--- config.mk ---
export PLATFORM = sky130hd
export DESIGN_NAME = pio_buf_flags
export DESIGN_NICKNAME = d
export VERILOG_FILES = /design/src/rtl/pio_buf_pkg.sv /design/src/rtl/pbf_word_ctr.sv /design/src/rtl/pbf_blk_ctr.sv /design/src/rtl/pbf_side.sv /design/src/rtl/pio_buf_flags.sv
export SDC_FILE = /design/constraint.sdc
export NUM_CORES = 1
export LEC_CHECK = 0
export BUFFER_PORTS_ARGS = -buffer_cell sky130_fd_sc_hd__buf_2
export CORE_MARGIN = 8
export CORE_UTILIZATION = 59
export CTS_CLUSTER_DIAMETER = 120
export DETAILED_ROUTE_END_ITERATION = 10
export HOLD_SLACK_MARGIN = 0.03
export PLACE_DENSITY = 0.8
export SLEW_MARGIN = 20
export SYNTH_ARGS = -nofsm -noshare
export SYNTH_HDL_FRONTEND = slang
export SYNTH_SLANG_ARGS = --single-unit
--- constraint.sdc ---
create_clock -name clk -period 4.35 [get_ports clk]
set_clock_uncertainty 0.15 [all_clocks]
set_input_delay 0.2175 -clock clk [delete_from_list [all_inputs] [get_ports clk]]
set_output_delay 0.2175 -clock clk [all_outputs]
set_load 0.02 [all_outputs]
--- src/rtl/pio_buf_pkg.sv ---
package pio_buf_pkg;
   typedef enum logic {
      DIR_WRITE = 1'b0,
      DIR_READ  = 1'b1
   } xfer_dir_e;

   typedef struct packed {
      logic      dma;
      xfer_dir_e dir;
   } xfer_mode_t;

   localparam int SIDE_RD = 0;
   localparam int SIDE_WR = 1;
   localparam int N_SIDES = 2;
endpackage

--- src/rtl/pbf_word_ctr.sv ---
module pbf_word_ctr #(
   parameter int LEN_W = 12
) (
   input  logic             clk,
   input  logic             rst_n,
   input  logic             clr,
   input  logic             step,
   input  logic [LEN_W-1:0] len,
   output logic             last,
   output logic [LEN_W-1:0] count
);
   localparam logic [LEN_W-1:0] ONE = LEN_W'(1);

   assign last = (count == len - ONE);

   always_ff @(posedge clk or negedge rst_n) begin
      if (!rst_n)     count <= '0;
      else if (clr)   count <= '0;
      else if (step)  count <= last ? '0 : count + ONE;
   end


   idle_hold_chk: assert property (@(posedge clk) disable iff (!rst_n)
      (!step && !clr) |=> $stable(count));


   count_bound_chk: assert property (@(posedge clk) disable iff (!rst_n)
      (len != '0) |-> (count < len));
endmodule

--- src/rtl/pbf_blk_ctr.sv ---
module pbf_blk_ctr #(
   parameter int CNT_W = 8
) (
   input  logic             clk,
   input  logic             rst_n,
   input  logic             load,
   input  logic [CNT_W-1:0] load_val,
   input  logic             dec,
   output logic             any_left
);
   logic [CNT_W-1:0] left;

   always_ff @(posedge clk or negedge rst_n) begin
      if (!rst_n)    left <= '0;
      else if (load) left <= load_val;
      else if (dec)  left <= left - CNT_W'(1);
   end

   assign any_left = (left != '0);


   no_underflow_chk: assert property (@(posedge clk) disable iff (!rst_n)
      (dec && !load) |-> (left != '0));
endmodule

--- src/rtl/pbf_side.sv ---
module pbf_side #(
   parameter int LEN_W = 12
) (
   input  logic             clk,
   input  logic             rst_n,
   input  logic             clr,
   input  logic             active,
   input  logic             more_blocks,
   input  logic             avail,
   input  logic             access,
   input  logic [LEN_W-1:0] len,
   output logic             flag,
   output logic             irq,
   output logic             blk_done
);
   logic             take;
   logic             set_req;
   logic             last;
   logic [LEN_W-1:0] wcount;

   assign take     = flag & access & ~clr;
   assign blk_done = take & last;
   assign set_req  = active & more_blocks & avail & ~flag & ~clr;

   pbf_word_ctr #(.LEN_W(LEN_W)) u_words (
      .clk   (clk),
      .rst_n (rst_n),
      .clr   (clr),
      .step  (take),
      .len   (len),
      .last  (last),
      .count (wcount)
   );

   always_ff @(posedge clk or negedge rst_n) begin
      if (!rst_n) begin
         flag <= 1'b0;
         irq  <= 1'b0;
      end else if (clr) begin
         flag <= 1'b0;
         irq  <= 1'b0;
      end else begin
         irq <= set_req;
         if (set_req)       flag <= 1'b1;
         else if (blk_done) flag <= 1'b0;
      end
   end


   hold_until_done_chk: assert property (@(posedge clk) disable iff (!rst_n)
      (flag && !blk_done && !clr) |=> flag);


   idle_count_zero_chk: assert property (@(posedge clk) disable iff (!rst_n)
      !flag |-> (wcount == '0));


   irq_only_on_rise_chk: assert property (@(posedge clk) disable iff (!rst_n)
      irq |-> (flag && !$past(flag)));
endmodule

--- src/rtl/pio_buf_flags.sv ---
module pio_buf_flags
   import pio_buf_pkg::*;
#(
   parameter int LEN_W = 12,
   parameter int CNT_W = 8
) (
   input  logic             clk,
   input  logic             rst_n,
   input  logic             xfer_start,
   input  logic             xfer_dir_rd,
   input  logic             xfer_dma,
   input  logic [LEN_W-1:0] blk_len,
   input  logic [CNT_W-1:0] blk_cnt,
   input  logic             card_blk_ready,
   input  logic             buf_space_free,
   input  logic             port_rd,
   input  logic             port_wr,
   output logic             rd_en_flag,
   output logic             wr_en_flag,
   output logic             rd_ready_irq,
   output logic             wr_ready_irq
);
   if (LEN_W < 1 || LEN_W > 16) begin : g_bad_len_w
      $error("pio_buf_flags: LEN_W must be in 1..16");
   end
   if (CNT_W < 1 || CNT_W > 32) begin : g_bad_cnt_w
      $error("pio_buf_flags: CNT_W must be in 1..32");
   end

   xfer_mode_t       mode_q;
   logic [LEN_W-1:0] len_q;
   logic             blocks_left;
   logic [N_SIDES-1:0] avail_v, access_v, active_v;
   logic [N_SIDES-1:0] flag_v, irq_v, done_v;

   always_ff @(posedge clk or negedge rst_n) begin
      if (!rst_n) begin
         mode_q <= '{dma: 1'b1, dir: DIR_WRITE};
         len_q  <= '0;
      end else if (xfer_start) begin
         mode_q <= '{dma: xfer_dma, dir: xfer_dir_e'(xfer_dir_rd)};
         len_q  <= blk_len;
      end
   end

   assign avail_v[SIDE_RD]  = card_blk_ready;
   assign avail_v[SIDE_WR]  = buf_space_free;
   assign access_v[SIDE_RD] = port_rd;
   assign access_v[SIDE_WR] = port_wr;
   assign active_v[SIDE_RD] = !mode_q.dma && (mode_q.dir == DIR_READ);
   assign active_v[SIDE_WR] = !mode_q.dma && (mode_q.dir == DIR_WRITE);

   for (genvar g = 0; g < N_SIDES; g++) begin : g_side
      pbf_side #(.LEN_W(LEN_W)) u_side (
         .clk         (clk),
         .rst_n       (rst_n),
         .clr         (xfer_start),
         .active      (active_v[g]),
         .more_blocks (blocks_left),
         .avail       (avail_v[g]),
         .access      (access_v[g]),
         .len         (len_q),
         .flag        (flag_v[g]),
         .irq         (irq_v[g]),
         .blk_done    (done_v[g])
      );
   end

   pbf_blk_ctr #(.CNT_W(CNT_W)) u_blocks (
      .clk      (clk),
      .rst_n    (rst_n),
      .load     (xfer_start),
      .load_val (blk_cnt),
      .dec      (|done_v),
      .any_left (blocks_left)
   );

   assign rd_en_flag   = flag_v[SIDE_RD];
   assign wr_en_flag   = flag_v[SIDE_WR];
   assign rd_ready_irq = irq_v[SIDE_RD];
   assign wr_ready_irq = irq_v[SIDE_WR];


   dma_quiet_chk: assert property (@(posedge clk) disable iff (!rst_n)
      mode_q.dma |-> !(rd_en_flag || wr_en_flag || rd_ready_irq || wr_ready_irq));


   no_rise_after_last_chk: assert property (@(posedge clk) disable iff (!rst_n)
      (!blocks_left && !xfer_start) |=> !(rd_ready_irq || wr_ready_irq));


   one_side_chk: assert property (@(posedge clk) disable iff (!rst_n)
      $onehot0(flag_v));


   start_clears_chk: assert property (@(posedge clk) disable iff (!rst_n)
      xfer_start |=> !(rd_en_flag || wr_en_flag || rd_ready_irq || wr_ready_irq));
endmodule

* Word-level counts from Yosys, hierarchy flattened *
Cells that the tools add are included.

storage, ports and cells
  output and inout bits = 4
  flip-flop bits (word level) = 50
  input port bits = 29

cells by class
  reduce and logical (&&, ||, !) cells = 10
  add/subtract/negate cells = 4
  mux-type cells = 16
  bitwise operators = 18
  eq/ne operators = 2

operators with widths
  kind                                                                   count
  12-bit 2-to-1 mux                                                      6
  12-bit by 1-bit adder with 12-bit output (second input constant)       2
  12-bit == test                                                         2
  8-bit 2-to-1 mux                                                       2
  1-bit bitwise AND                                                      14
  12-bit by 1-bit subtractor with 12-bit output (second input constant)  1
  1-bit 2-to-1 mux                                                       8
  8-bit nonzero test                                                     1
  8-bit by 1-bit subtractor with 8-bit output (second input constant)    1
  2-bit nonzero test                                                     3
  3-bit nonzero test                                                     2
  1-bit NOT                                                              4
  1-bit logical AND                                                      2
  2-bit OR reduction                                                     1
  1-bit logical NOT                                                      1

* Logic depth before layout (Yosys ltp) *
Gate-level depths: netlist (run 1).

  depth after elaboration = 8
  mapped depth = 11

* Cells and area by module *
Synthesis (run 1) repeated with hierarchy kept, for this count alone.

unflattened totals
  cells, all modules = 422
  area, all modules = 3834.9 um2

by module, submodules not included
  module         area each (um2)  times used  cells each  seq. area each (um2)
  pbf_word_ctr   1288.7           2           158         300.3
  pio_buf_flags  536.8            1           32          351.6
  pbf_blk_ctr    488.0            1           56          200.2
  pbf_side       116.4            2           9           50.0

* Worst setup path before layout (run 1) *
Ideal clock, no wire load.

  kind = register to register
  start = register len_q[0]
  end = register u_blocks.left[7]
  cell stages (with the launch flop) = 12
  path slack = 1.325 ns
  path buffers = 2
  setup time = 0.082 ns
  data arrival time = 2.793 ns
  cell sequence = dfrtp_1 -> inv_1 -> ha_1 -> or3b_1 -> buf_2 -> nor4b_2 -> xnor2_1 -> nand3_1 -> o32a_1 -> buf_6 -> or3_1 -> a31oi_1

between the ends
  word-level cells in the longest chain between the ends = 5

RTL lines
  item                                             line                 RTL
  from (decl)                                      pio_buf_flags.sv:31  logic [LEN_W-1:0] len_q;
  from (signal assigned)                           pio_buf_flags.sv:42  len_q <= blk_len;
  12-bit by 1-bit subtractor with 12-bit output *  pbf_word_ctr.sv:14   assign last = (count == len - ONE);
  12-bit == test                                   pbf_word_ctr.sv:14
  1-bit bitwise AND                                pbf_side.sv:22       assign blk_done = take & last;
  2-bit OR reduction *                             pio_buf_flags.sv:74  .dec (|done_v),
  2-bit nonzero test (no line) *                   --
  to (signal assigned)                             pbf_blk_ctr.sv:15    else if (load) left <= load_val;
  to (signal assigned)                             pbf_blk_ctr.sv:16    else if (dec) left <= left - CNT_W'(1);
  to (decl)                                        pbf_blk_ctr.sv:11    logic [CNT_W-1:0] left;

Every way passes the cells marked *; elsewhere a longest branch is shown, timed or not.
A chain may end at the register's enable or synchronous reset.

* Final worst setup path (run 1) *
  start = register len_q[0]
  end = register u_blocks.left[5]

Same word-level chain as after synthesis.

==> impl_metrics.csv, run 1 <==
group,metric,value,unit
status,outcome,"finished, final reports clean",
routing,drtPass1Iterations,4,
sta,slew_headroom,57.69,%
die,fp.dieW,90.64,µm
power_and_ir_drop,p_switching,0.0003023,W
logic_synthesis,netlist.area_leader.share,37.30,%
global_route,grt_max_degree,51,
global_route,track_usage,20.14,%
logic_synthesis,yosysMostFrequentCell,"dfrtp_1",
logic_synthesis,syn_inst,351,
sta,finalSetupViolCount,0,
final_layout,antennaDiodeCount,0,
critical_path,worstReg2RegStart,"len_q[0]$_DFFE_PN0P_",
sta,period_needed,3555,ps
worst_hold_path,hold_path.class,"input pin to flip-flop",
critical_path,worstPathArrival,3640,ps
power_and_ir_drop,p_comb_share,18.6,%
routing,vias_per_cell,6.085,
clock_tree,htree_levels,2,
power_and_ir_drop,leakage,1.658,nW
worst_hold_path,hold_start,"blk_cnt[3]",
clock_tree,clk_latency,310,ps
die,initial_core_util,60.43,%
power_and_ir_drop,power.density,278.8,nW/µm²
logic_synthesis,synth_area_leaders,"dfrtp_1, xnor2_1, o21ai_0",
power_and_ir_drop,p_sw_share,28.64,%
sta,slew_viol_final,0,
final_layout,drive_gt1_share,19.10,%
critical_path,end_kind,"flip-flop",
logic_synthesis,netlist_area,3287,µm²
power_and_ir_drop,ir_worst_vdd,0.2073,mV
power_and_ir_drop,internal-power,0.0007530,W
clock_tree,clockBufferDepth,2,
clock_tree,cts_resized,0,
logic_synthesis,synth_cell_types,65,
global_route,grt_pass1_vias,2896,
logic_synthesis,yosysSeqAreaShare,38.10,%
sta,period_share,81.72,%
die,coreArea,5439,µm²
sta,hold_slack,26.42,ps
critical_path,critPathLaunchType,"flip-flop",
logic_synthesis,synthTopCellsByCount,"dfrtp_1, o21ai_0, nand2_1",
global_route,antenna_found_initial,0,
global_route,gr-total-overflow,0,
clock_tree,cts_setup_buffers,0,
routing,ant_nets,0,
clock_tree,cts_tree,"yes",
routing,routed_wl,7971,µm
sta,worst_slack,795.4,ps
final_layout,nFillCells,435,
routing,num_vias,2860,
logic_synthesis,synth_edf_count,0,
logic_synthesis,syn_area_per_cell,9.364,µm²
power_and_ir_drop,clkPwrFrac,31.4,%
place,dp_hpwl,5315,µm
critical_path,worst-setup-path-type,"flip-flop to flip-flop",
sta,tightest_slew,634.7,ps
routing,route.detailed.wl_per_inst,16.96,µm
logic_synthesis,synthFlopType,"dfrtp_1",
logic_synthesis,async_flop_share,100.0,%
critical_path,cpPeakStageDelay,570,ps
critical_path,crit_chain,"inv_1 -> ha_1 -> or3b_1 -> nor4_2 -> a221oi_2 -> nand4b_1 -> o32a_1 -> or4_1 -> a31oi_1",
die,io_pins,33,
place,preCtsSetupSlack,856.9,ps
clock_tree,cts.sinks,50,
run,drv_cap,0,
critical_path,worstPathMaxFanout,14,
die,die_h,90.64,µm
critical_path,crit_path_top_delay_cell,"o32a_1",
critical_path,critPathLaunch,"len_q[0]$_DFFE_PN0P_",
sta,rsz0062_at_grt,"false",
place,portBuffers,32,
sta,max_freq,281.3,MHz
die,die_area,8216,µm²
logic_synthesis,synth.yosys.warnings,0,
power_and_ir_drop,seqPwrFrac,50.0,%
critical_path,required,4440,ps
routing,drc_errors,0,
global_route,grt_pass1_wl,13920,µm
clock_tree,cts_buffers,5,
place,place_congestion,0.9023,
final_layout,syn_to_final_growth,15.15,%
routing,dr.first_iter.drc_count,205,
logic_synthesis,synth_fp_nets,385,
clock_tree,clk_pin_slew_worst_paths,100,ps
logic_synthesis,synth-seq-cells,50,
sta,hold_viol,0,
sta,timing.setup.tns,0,ps
power_and_ir_drop,p_total,0.001055,W
final_layout,final_net_count,431,
clock_tree,root_buffer,"clkbuf_8",
logic_synthesis,yosysTopAreaCell,"dfrtp_1",
die,rows,27,
[critical path, delay by kind of cell (launching register included)]
kind                       cells  cell delay, ps
AOI/OAI and AO/OA              3             860
and+or+nand+nor                4            1590
adders and majority gates      1             300
buffers and inverters          1             110
DFF                            1             470
[layer usage]
layer / up-vias / global-route usage, % / part of all wire (%)
met5: - / 0 / 0
li1: 1378 / - / -
met3: 6 / 4.323 / 4.9
met4: 0 / 4.438 / 0.68
met1: 1409 / 25.85 / 45
met2: 67 / 33.68 / 49
[sequential cells by signal (all words and copies together) (netlist names)]
signal / cells
g_side.u_side.flag: 2
mode_q: 2
len_q: 12
u_blocks.left: 8
g_side.u_side.u_words.count: 24
g_side.u_side.irq: 2
[power by group through the flow]
stage                     combinational (W)  clock (W)  sequential [W]
after global placement             0.000174          0        0.000534
after CTS                          0.000194   0.000337        0.000527
after detailed placement           0.000177          0        0.000535
after global routing               0.000219   0.000352        0.000533
after floorplan                    0.000147          0        0.000514
final                              0.000196   0.000332        0.000528
[path summary, 6_finish.rpt]
| check | endpoint | slack [ps] | depth (start not counted) |
|---|---|---|---|
| max | u_blocks.left[5]$_DFFE_PN0P_ | 800 | 9 |
| max in group asynchronous | len_q[6]$_DFFE_PN0P_ | 3230 | 3 |
| min in group asynchronous | u_blocks.left[2]$_DFFE_PN0P_ | 390 | 3 |
| max reg2reg | u_blocks.left[5]$_DFFE_PN0P_ | 800 | 9 |
| min reg2reg | g_side[1].u_side.irq$_DFF_PN0_ | 380 | 1 |
| min | u_blocks.left[3]$_DFFE_PN0P_ | 30 | 3 |
[placed cells by master (no fill, tap or decap), types with 9 or more instances in the layout]
master | netlist | routed
and3_1 | 10 | 10
xor2_1 | 9 | 9
nand3_1 | 15 | 15
dfrtp_1 | 49 | 49
mux2_2 | 12 | 12
xnor2_1 | 23 | 23
inv_1 | 10 | 10
nand2_1 | 28 | 28
buf_2 | 5 | 32
o21ai_0 | 30 | 30
nor2_1 | 16 | 16
dlygate4sd3_1 | 1 | 22
a21o_1 | 10 | 10
[stage by stage]
step	utilization (%)	instance area, µm²	std cells
after CTS	69.59	3785	470
final	69.59	3785	470
after detailed placement	63.49	3453	440
after global routing	69.59	3785	470
after floorplan	-	3287	351
after global placement	63.49	3453	440
[timing repair]
action | 4_1_cts | 5_1_grt
hold buffers | 22 | 0
endpoints found under the setup margin | 0 | 0
hold endpoints to repair | 70 | 0
[cell type report]
type	instances	area, µm²	share of cell area [%]
Clock buffer	6	72.57	1.917
Clock inverter	2	38.79	1.025
Inverter	11	41.29	1.091
Multi-Input combinational cell	270	1872	49.45
Sequential cell	50	1252	33.09
Tap cell	72	90.09	2.380
Timing Repair Buffer	59	417.9	11.04
[cells by family after synthesis]
logic type / synth area share, %
xor+xnor: 8.527
buf+inv: 5.177
mux: 4.720
fa+ha+maj: 1.903
flops: 38.10
compound gates: 19.30
simple gates: 22.27
No activity file was read; power rests on OpenSTA's default activity.
==> run 2: changes to the inputs <==
--- a/config.mk
+++ b/config.mk
@@ -5,13 +5,14 @@
 export SDC_FILE = /design/constraint.sdc
 export NUM_CORES = 1
 export LEC_CHECK = 0
+export ABC_AREA = 1
 export BUFFER_PORTS_ARGS = -buffer_cell sky130_fd_sc_hd__buf_2
 export CORE_MARGIN = 8
-export CORE_UTILIZATION = 59
+export CORE_UTILIZATION = 60
 export CTS_CLUSTER_DIAMETER = 120
 export DETAILED_ROUTE_END_ITERATION = 10
 export HOLD_SLACK_MARGIN = 0.03
-export PLACE_DENSITY = 0.8
+export PLACE_DENSITY = 0.81
 export SLEW_MARGIN = 20
 export SYNTH_ARGS = -nofsm -noshare
 export SYNTH_HDL_FRONTEND = slang
==> constraint.sdc (replaced) <==
create_clock -name clk -period 3.3 [get_ports clk]
set_clock_uncertainty 0.15 [all_clocks]
set_input_delay 0.165 -clock clk [delete_from_list [all_inputs] [get_ports clk]]
set_output_delay 0.165 -clock clk [all_outputs]
set_load 0.02 [all_outputs]
==> impl_metrics.csv, run 2 <==
group,metric,value,unit
status,outcome,"finished, final reports clean",
critical_path,worst-setup-path-type,"flip-flop to flip-flop",
sta,period_share,81.30,%
global_route,grt_max_degree,44,
logic_synthesis,async_flop_share,100.0,%
routing,drtPass1Iterations,5,
logic_synthesis,synth.yosys.warnings,0,
routing,ant_nets,0,
die,coreArea,5540,µm²
global_route,grt_pass1_wl,16680,µm
critical_path,crit_path_top_delay_cell,"dfrtp_1",
clock_tree,root_buffer,"clkbuf_8",
place,place_congestion,1.034,
final_layout,largestRegisters,"g_side.u_side.u_words.count (24), len_q (12), u_blocks.left (8)",
final_layout,nFillCells,474,
sta,period_needed,2683,ps
die,die_h,92.06,µm
run,drv_cap,0,
critical_path,worstPathMaxFanout,12,
sta,slew_viol_final,0,
logic_synthesis,synth-seq-cells,50,
logic_synthesis,synth_cell_types,32,
final_layout,multi_input_area,1956,µm²
clock_tree,cts.sinks,50,
die,fp.dieW,92.06,µm
routing,vias_per_cell,5.803,
final_layout,final_cell_mix,"nand2_1, nand3_1, inv_1",
logic_synthesis,syn_area_per_cell,6.713,µm²
power_and_ir_drop,p_sw_share,35.69,%
logic_synthesis,yosysTopAreaCell,"dfrtp_1",
routing,dr.first_iter.drc_count,331,
clock_tree,clk_latency,320,ps
final_layout,regMostFlops,"g_side.u_side.u_words.count",
clock_tree,clk_pin_slew_worst_paths,100,ps
die,io_pins,33,
logic_synthesis,yosysSeqAreaShare,36.09,%
critical_path,worstPathArrival,2710,ps
final_layout,stdcell_count,646,
critical_path,crit_chain,"inv_2 -> ha_1 -> nand2_2 -> nor2_1 -> nand3_1 -> nand3_1 -> nand2_1 -> inv_1 -> nand2_1 -> nor2_2 -> nand2_1 -> nand3b_1 -> o21ai_0",
global_route,gr-total-overflow,0,
clock_tree,cts_tree,"yes",
place,dp_hpwl,7325,µm
logic_synthesis,synth_fp_nets,551,
logic_synthesis,yosysMostFrequentCell,"nand2_1",
final_layout,antennaDiodeCount,0,
logic_synthesis,synthFlopType,"dfrtp_1",
critical_path,crit_family,"simple AND/OR/NAND/NOR gates",
critical_path,cpPeakStageDelay,440,ps
clock_tree,cts_resized,0,
clock_tree,clockBufferDepth,2,
place,dpl-instance-area,3706,µm²
sta,tightest_slew,672.0,ps
logic_synthesis,synth_area_leaders,"dfrtp_1, nand2_1, nand3_1",
critical_path,end_kind,"flip-flop",
final_layout,drive_gt1_share,11.15,%
final_layout,final_common_cell,"nand2_1",
routing,routed_wl,9811,µm
power_and_ir_drop,seqPwrFrac,48.1,%
routing,drc_errors,0,
place,dp.cells,615,
power_and_ir_drop,leakage,1.974,nW
die,die_area,8474,µm²
sta,timing.setup.tns,0,ps
power_and_ir_drop,internal-power,0.0009588,W
global_route,antenna_found_initial,0,
global_route,track_usage,23.84,%
sta,slew_headroom,55.20,%
critical_path,path_common_cell,"nand2_1",
power_and_ir_drop,p_switching,0.0005320,W
place,portBuffers,32,
die,initial_core_util,62.65,%
final_layout,ff_latch_area,1252,µm²
sta,hold_viol,0,
routing,route.detailed.wl_per_inst,15.19,µm
worst_hold_path,hold_path.class,"input pin to flip-flop",
logic_synthesis,synth_edf_count,0,
die,rows,27,
logic_synthesis,netlist.area_leader.share,35.33,%
logic_synthesis,synthTopCellsByCount,"nand2_1, nand3_1, inv_1",
clock_tree,htree_levels,2,
final_layout,largest_reg_flops,24,
logic_synthesis,syn_inst,517,
power_and_ir_drop,ir_worst_vdd,0.2634,mV
logic_synthesis,netlist_area,3471,µm²
critical_path,required,3330,ps
sta,rsz0062_at_grt,"false",
final_layout,final_net_count,607,
final_layout,stdcell_area,4026,µm²
global_route,grt_pass1_vias,3530,
sta,max_freq,372.7,MHz
critical_path,critPathLaunchType,"flip-flop",
routing,num_vias,3749,
critical_path,path_buf_inv,2,
sta,finalSetupViolCount,0,
final_layout,syn_to_final_growth,16.01,%
power_and_ir_drop,power.density,370.3,nW/µm²
power_and_ir_drop,clkPwrFrac,25.7,%
clock_tree,cts_buffers,5,
power_and_ir_drop,p_comb_share,26.2,%
## run 2: final timing paths
check,cells after the start,from,slack (ps),end
setup / recovery,13,len_q[0]$_DFFE_PN0P_,620,g_side[1].u_side.u_words.count[4]$_DFFE_PN0P_
hold / removal,4,port_rd,50,g_side[0].u_side.u_words.count[0]$_DFFE_PN0P_
hold reg to reg,2,mode_q[1]$_DFFE_PN1P_,330,mode_q[1]$_DFFE_PN1P_
setup reg to reg,13,len_q[0]$_DFFE_PN0P_,620,g_side[1].u_side.u_words.count[4]$_DFFE_PN0P_
min in group asynchronous,2,rst_n,260,len_q[9]$_DFFE_PN0P_
max in group asynchronous,3,rst_n,1980,len_q[8]$_DFFE_PN0P_
## run 2: logic make-up (layout without fill, tap and decap cells)
kind of cell               Yosys count  in the layout  share of synthesized area [%]
adders and majority gates            5              5                          1.802
and+or+nand+nor                    325            325                          42.72
AOI/OAI and AO/OA                   57             57                          8.796
xor gates and xnor gates            12             12                          3.028
DFF                                 50             50                          36.09
buffers and inverters               68            125                          7.570
## run 2: worst min-delay path: stages
cell     delay, ps
buf_2           70
nand2_1         70
a21oi_1        130
a21oi_1         50
## run 2: final cells by class
cell class	count	share of cell area, %
Multi-Input combinational cell	399	48.57
Sequential cell	50	31.11
Timing Repair Buffer	59	10.44
Inverter	58	5.407
Tap cell	72	2.237
Clock buffer	6	1.802
Clock inverter	2	0.4351
## run 2: power by group through the flow
stage,clock network (W),logic [W],registers [W]
3_5_place_dp,0,0.000361,0.000728
5_1_grt,0.000413,0.000442,0.000723
3_3_place_gp,0,0.000352,0.000725
6_report,0.000383,0.000390,0.000717
2_1_floorplan,0,0.000257,0.000717
4_1_cts,0.000390,0.000382,0.000716
## run 2: per-layer routing
metal | part of all wire, % | global-route usage, % | up-vias
li1 | - | - | 1822
met1 | 44 | 30.55 | 1736
met2 | 48 | 40.76 | 164
met3 | 6.4 | 3.912 | 27
met4 | 2.2 | 5.638 | 0
met5 | 0 | 0 | -
## run 2: timing repair
item | CTS | global route
hold buffers | 23 | 0
buffers inserted | 0 | 0
endpoints found under the hold margin | 51 | 0
## run 2: per-stage QoR
stage	power (W)	setup slack [ps]	hold slack [ps]	util, %
global route	0.001578	395.7	53.77	72.67
global placement	0.001077	805.2	68.87	66.89
detailed placement	0.001089	695.0	84.82	66.89
CTS	0.001489	660.1	48.86	72.67
finish	0.001491	617.0	54.36	72.67
floorplan	0.0009742	1160	-280.6	-
==> run 3: changes to the inputs <==
==> constraint.sdc (replaced) <==
create_clock -name clk -period 2.57 [get_ports clk]
set_clock_uncertainty 0.15 [all_clocks]
set_input_delay 0.1285 -clock clk [delete_from_list [all_inputs] [get_ports clk]]
set_output_delay 0.1285 -clock clk [all_outputs]
set_load 0.02 [all_outputs]
==> impl_metrics.csv, run 3 (synthesized netlist as in run 2, its figures left out) <==
group,metric,value,unit
die,io_pins,33,
critical_path,worstPathMaxFanout,9,
clock_tree,cts_setup_buffers,0,
final_layout,regMostFlops,"g_side.u_side.u_words.count",
final_layout,final_net_count,607,
global_route,gr-total-overflow,0,
final_layout,stdcell_area,4088,µm²
critical_path,worst-setup-path-type,"flip-flop to flip-flop",
final_layout,syn_to_final_growth,17.77,%
power_and_ir_drop,p_sw_share,34.65,%
clock_tree,htree_levels,2,
sta,tightest_slew,781.4,ps
power_and_ir_drop,p_switching,0.0007041,W
global_route,track_usage,24.61,%
critical_path,r2r_slack,160,ps
die,die_h,92.06,µm
power_and_ir_drop,internal-power,0.001328,W
routing,dr.first_iter.drc_count,345,
critical_path,end_kind,"flip-flop",
clock_tree,clk_pin_slew_worst_paths,110,ps
worst_hold_path,hold_path.class,"input pin to flip-flop",
routing,drc_errors,0,
critical_path,critPathLaunch,"len_q[0]$_DFFE_PN0P_",
clock_tree,clockBufferDepth,2,
place,portBuffers,32,
clock_tree,root_buffer,"clkbuf_8",
routing,ant_nets,0,
power_and_ir_drop,p_comb_share,25.4,%
sta,slew_viol_final,0,
power_and_ir_drop,ir_worst_vdd,0.4472,mV
worst_hold_path,hold_start,"blk_cnt[5]",
critical_path,rr_worst_depth,11,
final_layout,final_cell_mix,"nand2_1, nand3_1, inv_1",
die,rows,27,
die,die_area,8474,µm²
critical_path,worstPathArrival,2510,ps
worst_hold_path,hold_end,"u_blocks.left[5]$_DFFE_PN0P_",
clock_tree,cts_buffers,5,
place,dp_hpwl,7738,µm
critical_path,required,2670,ps
global_route,grt_pass1_wl,17190,µm
final_layout,final_common_cell,"nand2_1",
final_layout,nFillCells,476,
critical_path,regToRegEndpoint,"u_blocks.left[3]$_DFFE_PN0P_",
sta,period_share,93.90,%
sta,finalSetupViolCount,0,
die,fp.dieW,92.06,µm
final_layout,largestRegisters,"g_side.u_side.u_words.count (24), len_q (12), u_blocks.left (8)",
critical_path,critPathLaunchType,"flip-flop",
power_and_ir_drop,seqPwrFrac,45.6,%
place,dp.cells,615,
global_route,grt_pass1_vias,3590,
critical_path,worstReg2RegStart,"len_q[0]$_DFFE_PN0P_",
die,initial_core_util,62.65,%
routing,vias_per_cell,5.799,
run,drv_cap,0,
global_route,grt_max_degree,42,
routing,num_vias,3752,
routing,drtPass1Iterations,5,
power_and_ir_drop,clkPwrFrac,29.0,%
status,outcome,"finished, final reports clean",
global_route,antenna_found_initial,1,
routing,routed_wl,10360,µm
clock_tree,cts_tree,"yes",
final_layout,largest_reg_flops,24,
clock_tree,cts.sinks,50,
final_layout,drive_gt1_share,12.54,%
routing,route.detailed.wl_per_inst,16.01,µm
clock_tree,clk_latency,320,ps
power_and_ir_drop,p_total,0.002032,W
sta,period_needed,2413,ps
sta,hold_slack,49.22,ps
final_layout,stdcell_count,647,
power_and_ir_drop,power.density,497.2,nW/µm²
sta,max_freq,414.4,MHz
power_and_ir_drop,leakage,1.988,nW
sta,hold_viol,0,
final_layout,final_util,73.78,%
place,place_congestion,0.9862,
place,dpl-instance-area,3706,µm²
worst_hold_path,min_path_cells,5,
sta,slew_headroom,47.71,%
die,coreArea,5540,µm²
==> run 3: power groups by stage <==
stage	clock [W]	combinational (W)	sequential, W
6_report	0.000589	0.000516	0.000927
3_3_place_gp	0	0.000459	0.000934
5_1_grt	0.000610	0.000582	0.000934
3_5_place_dp	0	0.000471	0.000932
4_1_cts	0.000590	0.000497	0.000919
2_1_floorplan	0	0.000330	0.000921
==> run 3: layout make-up <==
class	count	area (µm²)	area share (%)
Inverter	58	220.2	5.387
Clock inverter	3	43.79	1.071
Tap cell	72	90.09	2.204
Timing Repair Buffer	59	420.4	10.28
Antenna cell	1	2.502	0.06122
Clock buffer	5	68.82	1.684
Multi-Input combinational cell	399	1987	48.61
Sequential cell	50	1255	30.70
==> run 3: critical path: stages, from the launching register on <==
cell and delay, ps:
dfrtp_2 460, inv_4 110, ha_2 300, inv_1 90
nand2_1 50, a22oi_1 280, nand3_1 140, nor3_2 240
nand3_1 190, nand3_4 190, nand2_1 70, nand2_1 60
==> run 3: stage by stage <==
| stage | TNS [ps] | worst slack (ps) |
|---|---|---|
| global placement | 0 | 140.8 |
| global route | -56.97 | -26.29 |
| detailed placement | 0 | 110.0 |
| CTS | 0 | 87.22 |
| floorplan | 0 | 430.5 |
| finish | 0 | 156.8 |
==> run 3: worst max-delay path by stage <==
stage	end	slack, ps
after floorplan	g_side[1].u_side.u_words.count[11]$_DFFE_PN0P_	430
after global placement	g_side[1].u_side.u_words.count[11]$_DFFE_PN0P_	140
after detailed placement	g_side[1].u_side.u_words.count[4]$_DFFE_PN0P_	110
after CTS	g_side[1].u_side.u_words.count[3]$_DFFE_PN0P_	90
after global routing	u_blocks.left[2]$_DFFE_PN0P_	-30
final	u_blocks.left[3]$_DFFE_PN0P_	160
==> run 3: per-layer routing <==
metal	GRT usage, %	share of wire (%)
met2	41.00	48
met1	31.62	43
met4	8.456	2.0
met5	0	0
met3	3.830	7.5
==> run 3: what timing repair did <==
item,in CTS,in global routing
gates resized for setup,0,11
hold buffers,23,0
endpoints found under the setup margin,0,32
hold endpoints to repair,39,0
